===== src/rtl/coast_pkg.sv =====
package coast_pkg;

    typedef struct packed {
        logic       src_ext;
        logic       pol_force;
        logic       pol_high;
        logic [7:0] pre_lines;
        logic [7:0] post_lines;
    } coast_cfg_t;

    typedef enum logic [1:0] {
        TRK_NONE  = 2'd0,
        TRK_FIRST = 2'd1,
        TRK_VALID = 2'd2
    } trk_state_e;

    function automatic logic pre_reached(input logic [15:0] cnt,
                                         input logic [15:0] total,
                                         input logic [15:0] pre);
        logic [16:0] sum;
        sum = {1'b0, cnt} + {1'b0, pre};
        return (pre != 16'd0) && (sum >= {1'b0, total});
    endfunction

endpackage


===== src/rtl/coast_line_tracker.sv =====
module coast_line_tracker
    import coast_pkg::*;
#(
    parameter int LINE_W = 11,
    parameter int CNT_W  = 8
) (
    input  logic             clk,
    input  logic             rst,
    input  logic             hs,
    input  logic             vs_rise,
    input  logic [CNT_W-1:0] pre_lines,
    output logic             pre_hit
);
    localparam logic [LINE_W-1:0] LINE_MAX = '1;

    logic [LINE_W-1:0] line_cnt;
    logic [LINE_W-1:0] total;
    trk_state_e        st;

    always_ff @(posedge clk) begin
        if (rst) begin
            line_cnt <= '0;
            total    <= '0;
            st       <= TRK_NONE;
        end else if (vs_rise) begin
            total    <= line_cnt;
            line_cnt <= hs ? LINE_W'(1) : '0;
            st       <= (st == TRK_NONE) ? TRK_FIRST : TRK_VALID;
        end else if (hs && line_cnt != LINE_MAX) begin
            line_cnt <= line_cnt + LINE_W'(1);
        end
    end

    always_comb begin
        pre_hit = (st == TRK_VALID) &&
                  pre_reached(16'(line_cnt), 16'(total), 16'(pre_lines));
    end
endmodule


===== src/rtl/coast_post_timer.sv =====
module coast_post_timer #(
    parameter int CNT_W = 8
) (
    input  logic             clk,
    input  logic             rst,
    input  logic             hs,
    input  logic             vs_fall,
    input  logic [CNT_W-1:0] post_lines,
    output logic             post_active
);
    logic [CNT_W-1:0] remain;

    always_ff @(posedge clk) begin
        if (rst) begin
            remain <= '0;
        end else if (vs_fall) begin
            remain <= post_lines;
        end else if (hs && remain != '0) begin
            remain <= remain - CNT_W'(1);
        end
    end

    assign post_active = (remain != '0);
endmodule


===== src/rtl/coast_ext_polarity.sv =====
module coast_ext_polarity #(
    parameter int ACC_W = 4
) (
    input  logic clk,
    input  logic rst,
    input  logic hs,
    input  logic ext_in,
    input  logic pol_force,
    input  logic pol_high,
    output logic coast_ext
);
    localparam int              ACC_LIM = (1 << (ACC_W - 1)) - 1;
    localparam logic [ACC_W-1:0] ACC_TOP = ACC_W'(ACC_LIM);
    localparam logic [ACC_W-1:0] ACC_BOT = ACC_W'(-ACC_LIM);

    logic             ext_q;
    logic [ACC_W-1:0] acc;
    logic             auto_high;
    logic             act_high;

    always_ff @(posedge clk) begin
        if (rst) begin
            ext_q <= 1'b0;
            acc   <= '0;
        end else begin
            ext_q <= ext_in;
            if (hs) begin
                if (ext_q && acc != ACC_TOP) begin
                    acc <= acc + ACC_W'(1);
                end else if (!ext_q && acc != ACC_BOT) begin
                    acc <= acc - ACC_W'(1);
                end
            end
        end
    end

    always_comb begin
        auto_high = acc[ACC_W-1] || (acc == '0);
        act_high  = pol_force ? pol_high : auto_high;
        coast_ext = (ext_q == act_high);
    end
endmodule


===== src/rtl/coast_window_gen.sv =====
module coast_window_gen
    import coast_pkg::*;
#(
    parameter int LINE_W = 11,
    parameter int ACC_W  = 4
) (
    input  logic       clk,
    input  logic       rst,
    input  logic       hs_strobe,
    input  logic       vsync_in,
    input  logic       ext_coast_in,
    input  logic       cfg_src_ext,
    input  logic       cfg_pol_force,
    input  logic       cfg_pol_high,
    input  logic [7:0] cfg_pre_lines,
    input  logic [7:0] cfg_post_lines,
    output logic       coast_out
);
    localparam int CNT_W = 8;

    coast_cfg_t cfg;
    logic       vs_q;
    logic       vs_rise;
    logic       vs_fall;
    logic       pre_hit;
    logic       post_active;
    logic       coast_ext;
    logic       coast_int;

    assign cfg = '{src_ext:    cfg_src_ext,
                   pol_force:  cfg_pol_force,
                   pol_high:   cfg_pol_high,
                   pre_lines:  cfg_pre_lines,
                   post_lines: cfg_post_lines};

    always_ff @(posedge clk) begin
        if (rst) vs_q <= 1'b0;
        else     vs_q <= vsync_in;
    end

    assign vs_rise = vsync_in && !vs_q;
    assign vs_fall = !vsync_in && vs_q;

    coast_line_tracker #(.LINE_W(LINE_W), .CNT_W(CNT_W)) u_track (
        .clk       (clk),
        .rst       (rst),
        .hs        (hs_strobe),
        .vs_rise   (vs_rise),
        .pre_lines (cfg.pre_lines),
        .pre_hit   (pre_hit)
    );

    coast_post_timer #(.CNT_W(CNT_W)) u_post (
        .clk         (clk),
        .rst         (rst),
        .hs          (hs_strobe),
        .vs_fall     (vs_fall),
        .post_lines  (cfg.post_lines),
        .post_active (post_active)
    );

    coast_ext_polarity #(.ACC_W(ACC_W)) u_ext (
        .clk       (clk),
        .rst       (rst),
        .hs        (hs_strobe),
        .ext_in    (ext_coast_in),
        .pol_force (cfg.pol_force),
        .pol_high  (cfg.pol_high),
        .coast_ext (coast_ext)
    );

    assign coast_int = vs_q || post_active || pre_hit;
    assign coast_out = cfg.src_ext ? coast_ext : coast_int;
endmodule


===== config.mk =====
export PLATFORM = sky130hd
export DESIGN_NAME = coast_window_gen
export DESIGN_NICKNAME = d
export VERILOG_FILES = /design/src/rtl/coast_pkg.sv /design/src/rtl/coast_line_tracker.sv /design/src/rtl/coast_post_timer.sv /design/src/rtl/coast_ext_polarity.sv /design/src/rtl/coast_window_gen.sv
export SDC_FILE = /design/constraint.sdc
export NUM_CORES = 1
export LEC_CHECK = 0
export BUFFER_PORTS_ARGS = -buffer_cell sky130_fd_sc_hd__buf_4
export CAP_MARGIN = 15
export CORE_MARGIN = 2
export CORE_UTILIZATION = 32
export DETAILED_ROUTE_END_ITERATION = 8
export PLACE_DENSITY = 0.57
export SLEW_MARGIN = 20
export SYNTH_ARGS = -nofsm -noshare
export SYNTH_HDL_FRONTEND = slang
export SYNTH_HIERARCHICAL = 1
export SYNTH_SLANG_ARGS = --single-unit
export TNS_END_PERCENT = 5

===== constraint.sdc =====
create_clock -name clk -period 5.3 [get_ports clk]
set_input_delay 1.06 -clock clk [delete_from_list [all_inputs] [get_ports clk]]
set_output_delay 1.06 -clock clk [all_outputs]
set_load 0.03 [all_outputs]

==> impl_metrics.env <==
export IMPL_rr_startpoint="u_ext/acc[0]"
export IMPL_startpoint_type="input port"
export IMPL_synthesis_nets=357
export IMPL_seqCellArea_sq_um=760.7
export IMPL_hold_class="reg -> reg"
export IMPL_insertion_delay_ns=0.29
export IMPL_vias=2167
export IMPL_dpl_cell_count=425
export IMPL_relSlewSlack_pct=36.94
export IMPL_grt_use_total_pct=12.98
export IMPL_yosysWarningCount=6
export IMPL_max_stage_delay_ns=0.44
export IMPL_p_leak_uw=0.001212
export IMPL_power_density_nw_per_um2=257.2
export IMPL_totalWireLength_microns=5552
export IMPL_grt_max_degree=33
export IMPL_drt_pass1_iterations=4
export IMPL_status="completed"
export IMPL_reg2reg_depth=7
export IMPL_diodes=0
export IMPL_postCtsHoldBufs=0
export IMPL_place_gp_congestion=0.7897
export IMPL_placed_cell_area_sq_um=2831
export IMPL_rows=32
export IMPL_r2r_setup_slack_ns=3.07
export IMPL_rsz0062_at_grt="false"
export IMPL_fillers=848
export IMPL_ys_flop_type="dfxtp_1"
export IMPL_drive_gt1_share_pct=11.82
export IMPL_post_cts_buffers=0
export IMPL_syn2layout_area_growth_pct=12.76
export IMPL_syn_area_sq_um=2579
export IMPL_antenna_found_initial=0
export IMPL_nets=379
export IMPL_top_layer="met4"
export IMPL_hold_path_depth=2
export IMPL_ys_seq_area_share_pct=29.50
export IMPL_path_cells="buf_4 > ha_1 > fa_1 > a211oi_1 > nor2_1 > o21a_1 > nor2_1 > xnor2_1 > ha_1 > nand2_1 > nor4_1 > o2111ai_1 > a31oi_1 > nor4_1 > a21oi_1 > buf_4"
export IMPL_dp_slack_ns=0.2955
export IMPL_netlist_instances=308
export IMPL_h_tree_depth=2
export IMPL_ys_ff_latch=38
export IMPL_finalHoldViolations=0
export IMPL_finalCritPeriodShare_pct=93.63
export IMPL_die_h_microns=93.77
export IMPL_critPathBufInv=2
export IMPL_grt_overflow=0
export IMPL_numCtsBuffers=5
export IMPL_hp_start="u_track/total[2]"
export IMPL_core_region_area_sq_um=7767
export IMPL_cts_tree="built"
export IMPL_crit_arrival_ns=3.90
export IMPL_clockRootBuffer="clkbuf_8"
export IMPL_drv_slew=0
export IMPL_routedWlPerCell_microns=12.85
export IMPL_die_area_sq_um=8793
export IMPL_port_buffers=24
export IMPL_dpl_hpwl_microns=4179
export IMPL_first_global_vias=2034
export IMPL_clock_skew_ns=0.006712
export IMPL_max_freq_mhz=201.5
export IMPL_drc_errors=0
export IMPL_async_flop_share_pct=0
export IMPL_synth_edf_count=0
export IMPL_reg2reg_to="u_ext/acc[3]"
export IMPL_required_ns=4.24
export IMPL_synth_area_leaders="dfxtp_1 (30%), ha_1 (11%), nor2_1 (5.8%)"
export IMPL_post_cts_resized=0
export IMPL_ant_nets=0
export IMPL_synth_top_area_cell="dfxtp_1"
export IMPL_avgSynthCellArea_sq_um=8.372
export IMPL_final_area_sq_um=2908
export IMPL_fp_dieW_microns=93.77
export IMPL_crit_family="adder cells"
export IMPL_setup_tns_ns=0
export IMPL_finalCriticalPeriod_ns=4.963
export IMPL_clkSlewWorstSetupHoldPaths_ns=0.06
export IMPL_peakVddDrop_mv=0.09364
export IMPL_wl_met2_microns=2588
export IMPL_maxCapViolations=0
export IMPL_power_uw=747.8
export IMPL_met1_length_microns=2799
export IMPL_multi_input_area_sq_um=1673
export IMPL_cp_end_kind="output pin"
export IMPL_wl_met3_microns=105
export IMPL_holdPathEnd="u_track/total[2]"
export IMPL_critical_path_class="in -> out"
export IMPL_io_pin_count=25
export IMPL_cpMaxStageDelayCell="fa_1"
export IMPL_tightest_slew_ns=0.9328
export IMPL_cts_buffer_depth=2
export IMPL_drt_iter0_markers=62
export IMPL_synth_cell_types=57
export IMPL_finalSetupViolations=0
export IMPL_worstPathMaxFanout=3
export IMPL_synth_top_cell_area_share_pct=29.50
export IMPL_clkSinkCount=38
export IMPL_instances_no_fill=432
export IMPL_layout_setup_ws_ns=0.3375
export IMPL_vias_per_cell=5.016
export IMPL_start_util_pct=33.20
export IMPL_grt_pass1_wl_microns=9252
[how the worst max path moves through the flow]
stage,from,slack (ns),to,cells past startpoint
global placement,cfg_pre_lines[0],0.32,coast_out,16
finish,cfg_pre_lines[0],0.34,coast_out,16
global route,cfg_pre_lines[0],0.12,coast_out,16
floorplan,cfg_pre_lines[0],0.52,coast_out,14
CTS,cfg_pre_lines[0],0.27,coast_out,16
detailed placement,cfg_pre_lines[0],0.30,coast_out,16
[stage by stage]
step / hold WS [ns] / util, %
after global routing: 0.5272 / 37.44
final: 0.4953 / 37.44
after CTS: 0.5011 / 37.44
after floorplan: 0.4603 / -
after global placement: 0.4746 / 36.45
after detailed placement: 0.4847 / 36.45
[cells by family (layout without fill, tap and decap cells)]
logic type	count (synthesis)	after routing	share of synthesized area [%]
adder cells (fa/ha/maj)	25	25	12.71
buffers and inverters	33	55	5.628
flip-flops	38	38	29.50
AND/OR/NAND/NOR	116	116	24.55
AO/OA/AOI/OAI	70	70	18.10
XOR/XNOR	13	13	4.415
multiplexers	13	13	5.095
[registers in the layout (all words and copies together) (netlist names)]
register / cells
u_ext/acc: 4
u_track/st: 2
vs_q: 1
u_ext/ext_q: 1
u_track/line_cnt: 11
u_track/total: 11
u_post/remain: 8
[synth_stat cells, drive strengths merged (3+ instances only)]
cell,count
a311oi,5
or4b,3
o2111ai,3
a211o,4
a21oi,18
nor4,5
nand3,8
inv,24
nand2b,3
clkbuf,5
a21o,4
ha,23
nor2,40
nand4,5
or4,3
xor2,6
nand2,19
nor2b,5
a31oi,4
o21ai,15
dfxtp,38
mux2i,12
o211ai,3
a211oi,5
nor3,8
buf,4
and3,3
xnor2,7
[metal layers]
metal / up-vias / GRT usage, %
met3: 5 / 2.488
met1: 977 / 16.86
met4: 0 / 3.623
met2: 17 / 21.90
met5: - / 0
li1: 1168 / -
[area by class of cell]
cell class	instances	share of cell area [%]
Multi-Input combinational cell	237	57.53
Sequential cell	38	26.16
Timing Repair Buffer	24	6.196
Tap cell	102	4.389
Inverter	24	3.098
Clock buffer	7	2.625
[tightest hold or removal path, stage by stage, from the launching register on]
cell and delay, ns:
dfxtp_1 0.33, mux2i_1 0.06, nor2_1 0.07
[cells in the final DEF, fill, tap and decap left out, types with 2 or more instances in the layout]
cell | Yosys | routed
a21oi_1 | 18 | 18
o21ai_1 | 2 | 2
nor2_1 | 40 | 40
or2_2 | 2 | 2
o211ai_1 | 3 | 3
a21o_1 | 4 | 4
a211oi_1 | 4 | 4
fa_1 | 2 | 2
o21a_1 | 2 | 2
mux2i_1 | 12 | 12
clkbuf_1 | 4 | 2
nor2b_1 | 5 | 5
nand2_1 | 19 | 19
nor4_1 | 4 | 4
o2111ai_1 | 3 | 3
nor4b_1 | 2 | 2
nand4_1 | 4 | 4
nor3_1 | 8 | 8
nand3b_1 | 2 | 2
nand3_1 | 8 | 8
a311oi_1 | 5 | 5
a211o_1 | 4 | 4
or4_1 | 3 | 3
dfxtp_1 | 38 | 38
inv_1 | 24 | 24
clkbuf_8 | 0 | 5
o21ai_0 | 13 | 13
and3_1 | 3 | 3
o221ai_1 | 2 | 2
a31oi_1 | 4 | 4
xor2_1 | 6 | 6
xnor2_1 | 7 | 7
ha_1 | 23 | 23
buf_4 | 1 | 24
nand2b_1 | 3 | 3
[power by group]
| part | total (uW) | leakage [uW] | switching [uW] | internal (uW) |
|---|---|---|---|---|
| registers | 343 | 0.000310 | 32.9 | 310 |
| clock network | 186 | 0.0000383 | 95.5 | 90.6 |
| logic | 219 | 0.000864 | 113 | 106 |
| total | 748 | 0.00121 | 242 | 506 |
(Power assumes the default switching activity.)
